$ cat src/rtl/ctm_pkg.sv
package ctm_pkg;
  localparam int REG_W    = 8;
  localparam int RATE_N   = 4;
  localparam int RSEL_W   = $clog2(RATE_N);
  // bit positions software decodes
  localparam int B_OVF    = 7;
  localparam int B_RTI    = 6;
  localparam int B_OVF_EN = 5;
  localparam int B_RTI_EN = 4;
  localparam int B_OVF_CL = 3;
  localparam int B_RTI_CL = 2;
  localparam logic [REG_W-1:0] CTRL_MASK = 8'h33;
  localparam logic [REG_W-1:0] CTRL_RST  = 8'h03;
endpackage

$ cat src/rtl/ctm_prescaler.sv
module ctm_prescaler #(
  parameter int TAP_LO     = 13,
  parameter int LOW_STAGES = 8,
  parameter int RATE_N     = 4
) (
  input  logic              clk,
  input  logic              rst_n,
  output logic              low_wrap,
  output logic [RATE_N-1:0] taps
);
  localparam int TOP_TAP = TAP_LO + RATE_N;
  localparam int CNT_W   = (TOP_TAP > LOW_STAGES) ? TOP_TAP : LOW_STAGES;

  logic [CNT_W-1:0] cnt;

  always_ff @(posedge clk or negedge rst_n) begin
    if (!rst_n) cnt <= '0;
    else        cnt <= cnt + 1'b1;
  end

  // the next edge rolls the low stages over
  assign low_wrap = &cnt[LOW_STAGES-1:0];
  assign taps     = cnt[TAP_LO +: RATE_N];

  assert_counter_runs_R9: assert property (@(posedge clk) disable iff (!rst_n)
    1'b1 |=> (cnt == CNT_W'($past(cnt) + 1'b1)));
endmodule

$ cat src/rtl/ctm_tap_pick.sv
module ctm_tap_pick #(
  parameter int RATE_N = 4,
  parameter int RSEL_W = 2
) (
  input  logic              clk,
  input  logic              rst_n,
  input  logic [RATE_N-1:0] taps,
  input  logic [RSEL_W-1:0] rate_sel,
  output logic              tick
);
  logic tap_now, tap_q;

  assign tap_now = taps[rate_sel];

  always_ff @(posedge clk or negedge rst_n) begin
    if (!rst_n) tap_q <= 1'b0;
    else        tap_q <= tap_now;
  end

  assign tick = tap_now & ~tap_q;

  assert_tick_single_R3: assert property (@(posedge clk) disable iff (!rst_n)
    tick |=> !tick);
endmodule

$ cat src/rtl/ctm_flag.sv
module ctm_flag (
  input  logic clk,
  input  logic rst_n,
  input  logic set_ev,
  input  logic clr_req,
  output logic flag
);
  always_ff @(posedge clk or negedge rst_n) begin
    if (!rst_n)       flag <= 1'b0;
    else if (set_ev)  flag <= 1'b1;
    else if (clr_req) flag <= 1'b0;
  end

  assert_set_wins_R8: assert property (@(posedge clk) disable iff (!rst_n)
    set_ev |=> flag);
  assert_clear_takes_R5: assert property (@(posedge clk) disable iff (!rst_n)
    (clr_req && !set_ev) |=> !flag);
  assert_flag_holds_R2: assert property (@(posedge clk) disable iff (!rst_n)
    (!set_ev && !clr_req) |=> $stable(flag));
endmodule

$ cat src/rtl/rti_core_timer.sv
module rti_core_timer #(
  parameter int                ADDR_W   = 8,
  parameter logic [ADDR_W-1:0] REG_ADDR = ADDR_W'(8),
  parameter int                TAP_LO   = 13
) (
  input  logic              clk,
  input  logic              rst_n,
  input  logic [ADDR_W-1:0] addr,
  input  logic              wr_en,
  input  logic [7:0]        wr_data,
  input  logic              rd_en,
  output logic [7:0]        rd_data,
  output logic              ovf_irq,
  output logic              rti_irq,
  output logic              wd_tick
);
  import ctm_pkg::*;

  logic                  hit_wr, hit_rd;
  logic [REG_W-1:0]      ctrl_q;
  logic                  low_wrap, tick;
  logic [RATE_N-1:0]     taps;
  logic                  ovf_flag, rti_flag;

  assign hit_wr = wr_en && (addr == REG_ADDR);
  assign hit_rd = rd_en && (addr == REG_ADDR);

  // only enable and rate bits are stored; the rest stay zero
  always_ff @(posedge clk or negedge rst_n) begin
    if (!rst_n)      ctrl_q <= CTRL_RST;
    else if (hit_wr) ctrl_q <= wr_data & CTRL_MASK;
  end

  ctm_prescaler #(.TAP_LO(TAP_LO), .LOW_STAGES(8), .RATE_N(RATE_N)) u_pre (
    .clk(clk), .rst_n(rst_n), .low_wrap(low_wrap), .taps(taps)
  );

  ctm_tap_pick #(.RATE_N(RATE_N), .RSEL_W(RSEL_W)) u_tap (
    .clk(clk), .rst_n(rst_n), .taps(taps),
    .rate_sel(ctrl_q[RSEL_W-1:0]), .tick(tick)
  );

  ctm_flag u_ovf (
    .clk(clk), .rst_n(rst_n), .set_ev(low_wrap),
    .clr_req(hit_wr && wr_data[B_OVF_CL]), .flag(ovf_flag)
  );

  ctm_flag u_rti (
    .clk(clk), .rst_n(rst_n), .set_ev(tick),
    .clr_req(hit_wr && wr_data[B_RTI_CL]), .flag(rti_flag)
  );

  assign rd_data = hit_rd ? (ctrl_q | {ovf_flag, rti_flag, 6'b0}) : '0;
  assign ovf_irq = ovf_flag & ctrl_q[B_OVF_EN];
  assign rti_irq = rti_flag & ctrl_q[B_RTI_EN];
  assign wd_tick = tick;

  assert_clear_bits_zero_R6: assert property (@(posedge clk) disable iff (!rst_n)
    rd_en |-> (rd_data[B_OVF_CL] == 1'b0 && rd_data[B_RTI_CL] == 1'b0));
  assert_miss_reads_zero_R10: assert property (@(posedge clk) disable iff (!rst_n)
    (addr != REG_ADDR) |-> (rd_data == 8'h00));
endmodule

$ cat config.mk
export PLATFORM = sky130hd
export DESIGN_NAME = rti_core_timer
export DESIGN_NICKNAME = d
export VERILOG_FILES = /design/src/rtl/ctm_pkg.sv /design/src/rtl/ctm_prescaler.sv /design/src/rtl/ctm_tap_pick.sv /design/src/rtl/ctm_flag.sv /design/src/rtl/rti_core_timer.sv
export SDC_FILE = /design/constraint.sdc
export NUM_CORES = 1
export LEC_CHECK = 0
export ABC_AREA = 1
export BUFFER_PORTS_ARGS = -buffer_cell sky130_fd_sc_hd__buf_2
export CAP_MARGIN = 20
export CORE_ASPECT_RATIO = 0.6
export CORE_UTILIZATION = 37
export CTS_CLUSTER_DIAMETER = 120
export CTS_CLUSTER_SIZE = 10
export DETAILED_ROUTE_END_ITERATION = 8
export PLACE_DENSITY = 0.69
export SETUP_SLACK_MARGIN = 0.4
export SYNTH_ARGS = -nofsm -noshare
export SYNTH_HDL_FRONTEND = slang
export SYNTH_SLANG_ARGS = --single-unit
$ cat constraint.sdc
create_clock -name clk -period 1.4 [get_ports clk]
set_input_delay 0.28 -clock clk [delete_from_list [all_inputs] [get_ports clk]]
set_output_delay 0.28 -clock clk [all_outputs]
set_load 0.05 [all_outputs]
# Word level (Yosys, flattened, before mapping)
# Cells that the tools add are included.
# W data, S select, Z words.
# word_totals
inputBits,20
elab_cells,27
reg_bits,24
# classes
addsub,1
n_reduce_logical,7
bitwise,5
n_mux,7
magnitude_cmp,1
eq_ne,1
# op_table
operator,n
$add A17 B1 Y17 const B,1
$eq A8 B4 Y1 const B,1
$mux W8,1
$or A6 B8 Y8,1
$reduce_and A8 Y1,1
$mux W1,5
$logic_and A1 B1 Y1,4
$reduce_bool A2 Y1,2
$and A1 B1 Y1,3
$lt A2 B3 Y1 const B,1
$bmux W1 S2,1
$not A1 Y1,1

# Longest topological paths before layout
# logic_depth
ltp_word,5
depth_mapped,8

# Hierarchy
# A second synthesis with hierarchy kept.
# unflattened
hier_cells,189
area_unflattened_um2,1441.4
# by_module_without_submodules
mod,area_per_inst_um2,cells_each,n_inst
ctm_prescaler,900.9,105,1
rti_core_timer,376.6,62,1
ctm_tap_pick,83.8,12,1
ctm_flag,40.0,5,2

# Worst setup path before layout
# OpenSTA, ideal clock, no wires.
# synth_path
path_type,input to output
from,in addr[7]
to,out rd_data[0]
path_slack_ps,-297
path_stages,5
n_path_buf,0
t_arrival_ps,1417
cell_sequence,nor2_1 -> nand2_1 -> nor2_4 -> nand2_1 -> nor2_1
# synth_via
elab_chain_len,3
# synth_lines
element,line,text
from (decl),rti_core_timer.sv:8,"input logic [ADDR_W-1:0] addr,"
$eq A8 B4 Y1,rti_core_timer.sv:26,assign hit_rd = rd_en && (addr == REG_ADDR);
$logic_and A1 B1 Y1,rti_core_timer.sv:26,
$mux W8,rti_core_timer.sv:53,"assign rd_data = hit_rd ? (ctrl_q | {ovf_flag, rti_flag, 6'b0}) : '0;"
to (decl),rti_core_timer.sv:12,"output logic [7:0] rd_data,"
# No other way between the ends.

# Final worst setup path
# layout_path
from,reg ctrl_q[0]
to,out rd_data[0]
# layout_via
elab_chain_len,2
# layout_lines
element,line,text
from (decl),rti_core_timer.sv:20,logic [REG_W-1:0] ctrl_q;
from (signal assigned),rti_core_timer.sv:31,else if (hit_wr) ctrl_q <= wr_data & CTRL_MASK;
$or A6 B8 Y8,rti_core_timer.sv:53,
$mux W8,rti_core_timer.sv:53,
# No other way between the ends.

==> impl_metrics.json <==
{
  "max_stage_delay_ns": 0.59,
  "start_util_pct": 41.3,
  "cts_buffer_depth": 2,
  "cts_buffers": 3,
  "hold_viol_final": 22,
  "routed_via_density": 5.09,
  "power_frac_comb_pct": 13.1,
  "ys_ff_latch": 24,
  "critPathSlowestCell": "dfstp_2",
  "setup_viol": 5,
  "worstPathArrival_ns": 1.46,
  "diodes": 0,
  "hold_class": "in2async",
  "internal-power_mw": 1.04,
  "dpl.hpwl_um": 2080,
  "grt_max_degree": 25,
  "fin_skew_ns": 0.00695,
  "fin_ws_ns": -0.345,
  "slew_violations": 0,
  "antenna_found_initial": 0,
  "insertion_delay_ns": 0.27,
  "leakagePower_nw": 1.07,
  "synthAdderAreaFrac_pct": 0.997,
  "worstPathRequired_ns": 1.12,
  "r2r_end": "u_tap.tap_q",
  "seq_area_um2": 604,
  "cts_sinks": 24,
  "drtIter0Drc": 112,
  "post-route-period-util_pct": 125,
  "wl_per_cell_um": 16.0,
  "dieWidth_um": 77.2,
  "boundaryPins": 31,
  "synthCells": 156,
  "synth_top_family_by_area": "simple AND/OR/NAND/NOR gates",
  "layout_common_cells": "nand2_1 (32), buf_6 (30), dfrtp_1 (21)",
  "synth_area_mm2": 0.00125,
  "hold_buffers": 0,
  "maxCapViolCount": 0,
  "ant_nets": 0,
  "first_pass_iters": 4,
  "path_buf_inv": 5,
  "core-area_mm2": 0.00304,
  "final_common_cell": "nand2_1",
  "relSlewSlack_pct": 63.8,
  "clkSlewWorstSetupHoldPaths_ns": 0.09,
  "synth-compound-area-share_pct": 3.19,
  "htreeDepth": 1,
  "port_buffers": 26,
  "worst_setup_path_start_kind": "register",
  "muxShareOfSynthArea_pct": 0,
  "p_per_area_mw_per_mm2": 633,
  "ys_seq_area_share_pct": 48.1,
  "swShare_pct": 24.4,
  "worst-setup-path-type": "reg2out",
  "rsz0062_at_grt": "yes",
  "row_count": 15,
  "grt_pass1_wl_um": 5840,
  "violations": "hold timing, setup timing",
  "crit_fanout": 4,
  "avgSynthCellArea_um2": 8.04,
  "status": "finished with violations",
  "routabilityCongestion": 0.810,
  "fmax_mhz": 573,
  "syn2layout_area_growth_pct": 73.1,
  "die_y_um": 47.1,
  "synth_xor_area_share_pct": 5.58,
  "die-area_mm2": 0.00364,
  "yosysWarnings": 0,
  "crit_chain": "buf_4 -> buf_4 -> buf_6 -> inv_1 -> nor2_4 -> buf_6",
  "path_delay_family": "flip-flops",
  "synthSimpleGateAreaFrac_pct": 35.0,
  "instances_no_fill": 260,
  "peakVddDrop_mv": 0.367,
  "r2r-start": "ctrl_q[1]",
  "critPathCaptureType": "output pin",
  "drcViolationCount": 0,
  "nets": 240,
  "synth_cell_types": 22,
  "min_period_ns": 1.74,
  "pwr-share-clk_pct": 34.9,
  "multi_input_area_um2": 841,
  "n_fill_cell": 194,
  "reg2reg_depth": 11,
  "p_switching_uw": 335,
  "cts-root-buf": "clkbuf_8",
  "pwr-share-seq_pct": 51.9,
  "grt_pass1_vias": 1275,
  "placed_cells": 229,
  "preCtsSetupSlack_ns": -0.102,
  "grt.overflow.total": 0,
  "hold_ws_ns": -0.0157,
  "final_layout_size_suffix_gt1_share_pct": 57.3,
  "tritoncts": "built",
  "max_slew.worst_pin.slew_ns": 0.543,
  "track_usage_pct": 21.7,
  "routed_wl_um": 4160,
  "vias": 1324,
  "rrSetupSlack_ns": -0.22
}
## synth_stat cells
cell type / number / share of area, %
o21ai_0: 2 / 0.80
inv_2: 1 / 0.30
a21oi_1: 2 / 0.80
nor2_1: 19 / 5.7
conb_1: 1 / 0.30
nor2_4: 4 / 3.6
ha_1: 1 / 1.0
buf_4: 2 / 1.2
nor2_2: 4 / 2.0
xor2_1: 4 / 2.8
dfstp_2: 2 / 4.2
o21ai_1: 4 / 1.6
nor3_1: 1 / 0.40
nand3_1: 12 / 4.8
nand4_1: 2 / 1.0
inv_1: 18 / 5.4
nand2_4: 2 / 1.8
nand3b_1: 3 / 1.8
xnor2_1: 4 / 2.8
nand2_1: 45 / 13
dfrtp_1: 22 / 44
nand2_2: 1 / 0.50
## layout make-up
cell class | count | share of cell area [%]
repair buffers | 59 | 25.1
clock buffers | 4 | 2.53
inverters | 19 | 3.40
flip-flops and latches | 24 | 27.8
multi-input cells | 112 | 38.7
well taps | 42 | 2.42
## per-layer routing
metal  up-vias  track usage, %  routed length (um)
met5         -               0                   0
met4         0            7.55                 129
met3        15            4.08                 249
met2        67            40.9                2130
met1       636            26.1                1660
li1        606               -                   -
## registers in the layout (all words and copies together) (netlist names)
| signal | cells |
|---|---|
| ctrl_q | 4 |
| u_ovf.flag | 1 |
| u_pre.cnt | 17 |
| u_rti.flag | 1 |
| u_tap.tap_q | 1 |
## power by group through the flow
stage,sequential (mW),combinational [mW],clock [mW]
6_report,0.714,0.181,0.480
5_1_grt,0.715,0.193,0.504
4_1_cts,0.712,0.148,0.479
3_5_place_dp,0.725,0.112,0
3_3_place_gp,0.725,0.108,0
2_1_floorplan,0.723,0.0605,0
## what timing repair did
item                                    4_1_cts  5_1_grt
pin swaps                                    25       23
endpoints found under the setup margin       23       30
setup buffers                                21        6
resized for setup                            57       38
## kinds of logic after synthesis
| group | count (synthesis) |
|---|---|
| other | 1 |
| AND/OR/NAND/NOR | 93 |
| buffers and inverters | 21 |
| AO/OA/AOI/OAI | 8 |
| flip-flops | 24 |
| adder cells (fa/ha/maj) | 1 |
| XOR/XNOR | 8 |
## worst max path at each step
stage                       endpoint       from  cells after the start
final                     rd_data[0]  ctrl_q[0]                      6
after global placement    rd_data[0]    addr[5]                      7
after global routing      rd_data[0]  ctrl_q[0]                      6
after CTS                    wd_tick  ctrl_q[0]                      5
after floorplan              wd_tick  ctrl_q[0]                      4
after detailed placement  rd_data[4]    addr[5]                      7
## metrics by stage
step                TNS (ns)  area [um^2]  power (mW)  utilization (%)  hold WS, ns
floorplan           -0.00542         1330       0.784                -      -0.0156
global placement      -0.402         1550       0.833             50.9        0.280
detailed placement    -0.612         1550       0.837             50.9        0.295
CTS                   -0.645         1970        1.34             64.9      0.00236
global route           -1.38         2170        1.41             71.4       0.0275
finish                 -1.07         2170        1.37             71.4      -0.0157
## worst register-to-register path, delay by kind of cell (launching register included)
family,cells,cell delay (ns)
DFF,1,0.57
buffers and inverters,8,0.71
AOI/OAI and AO/OA,2,0.19
and+or+nand+nor,1,0.05
Note: power is estimated with default switching activity, not from simulation.
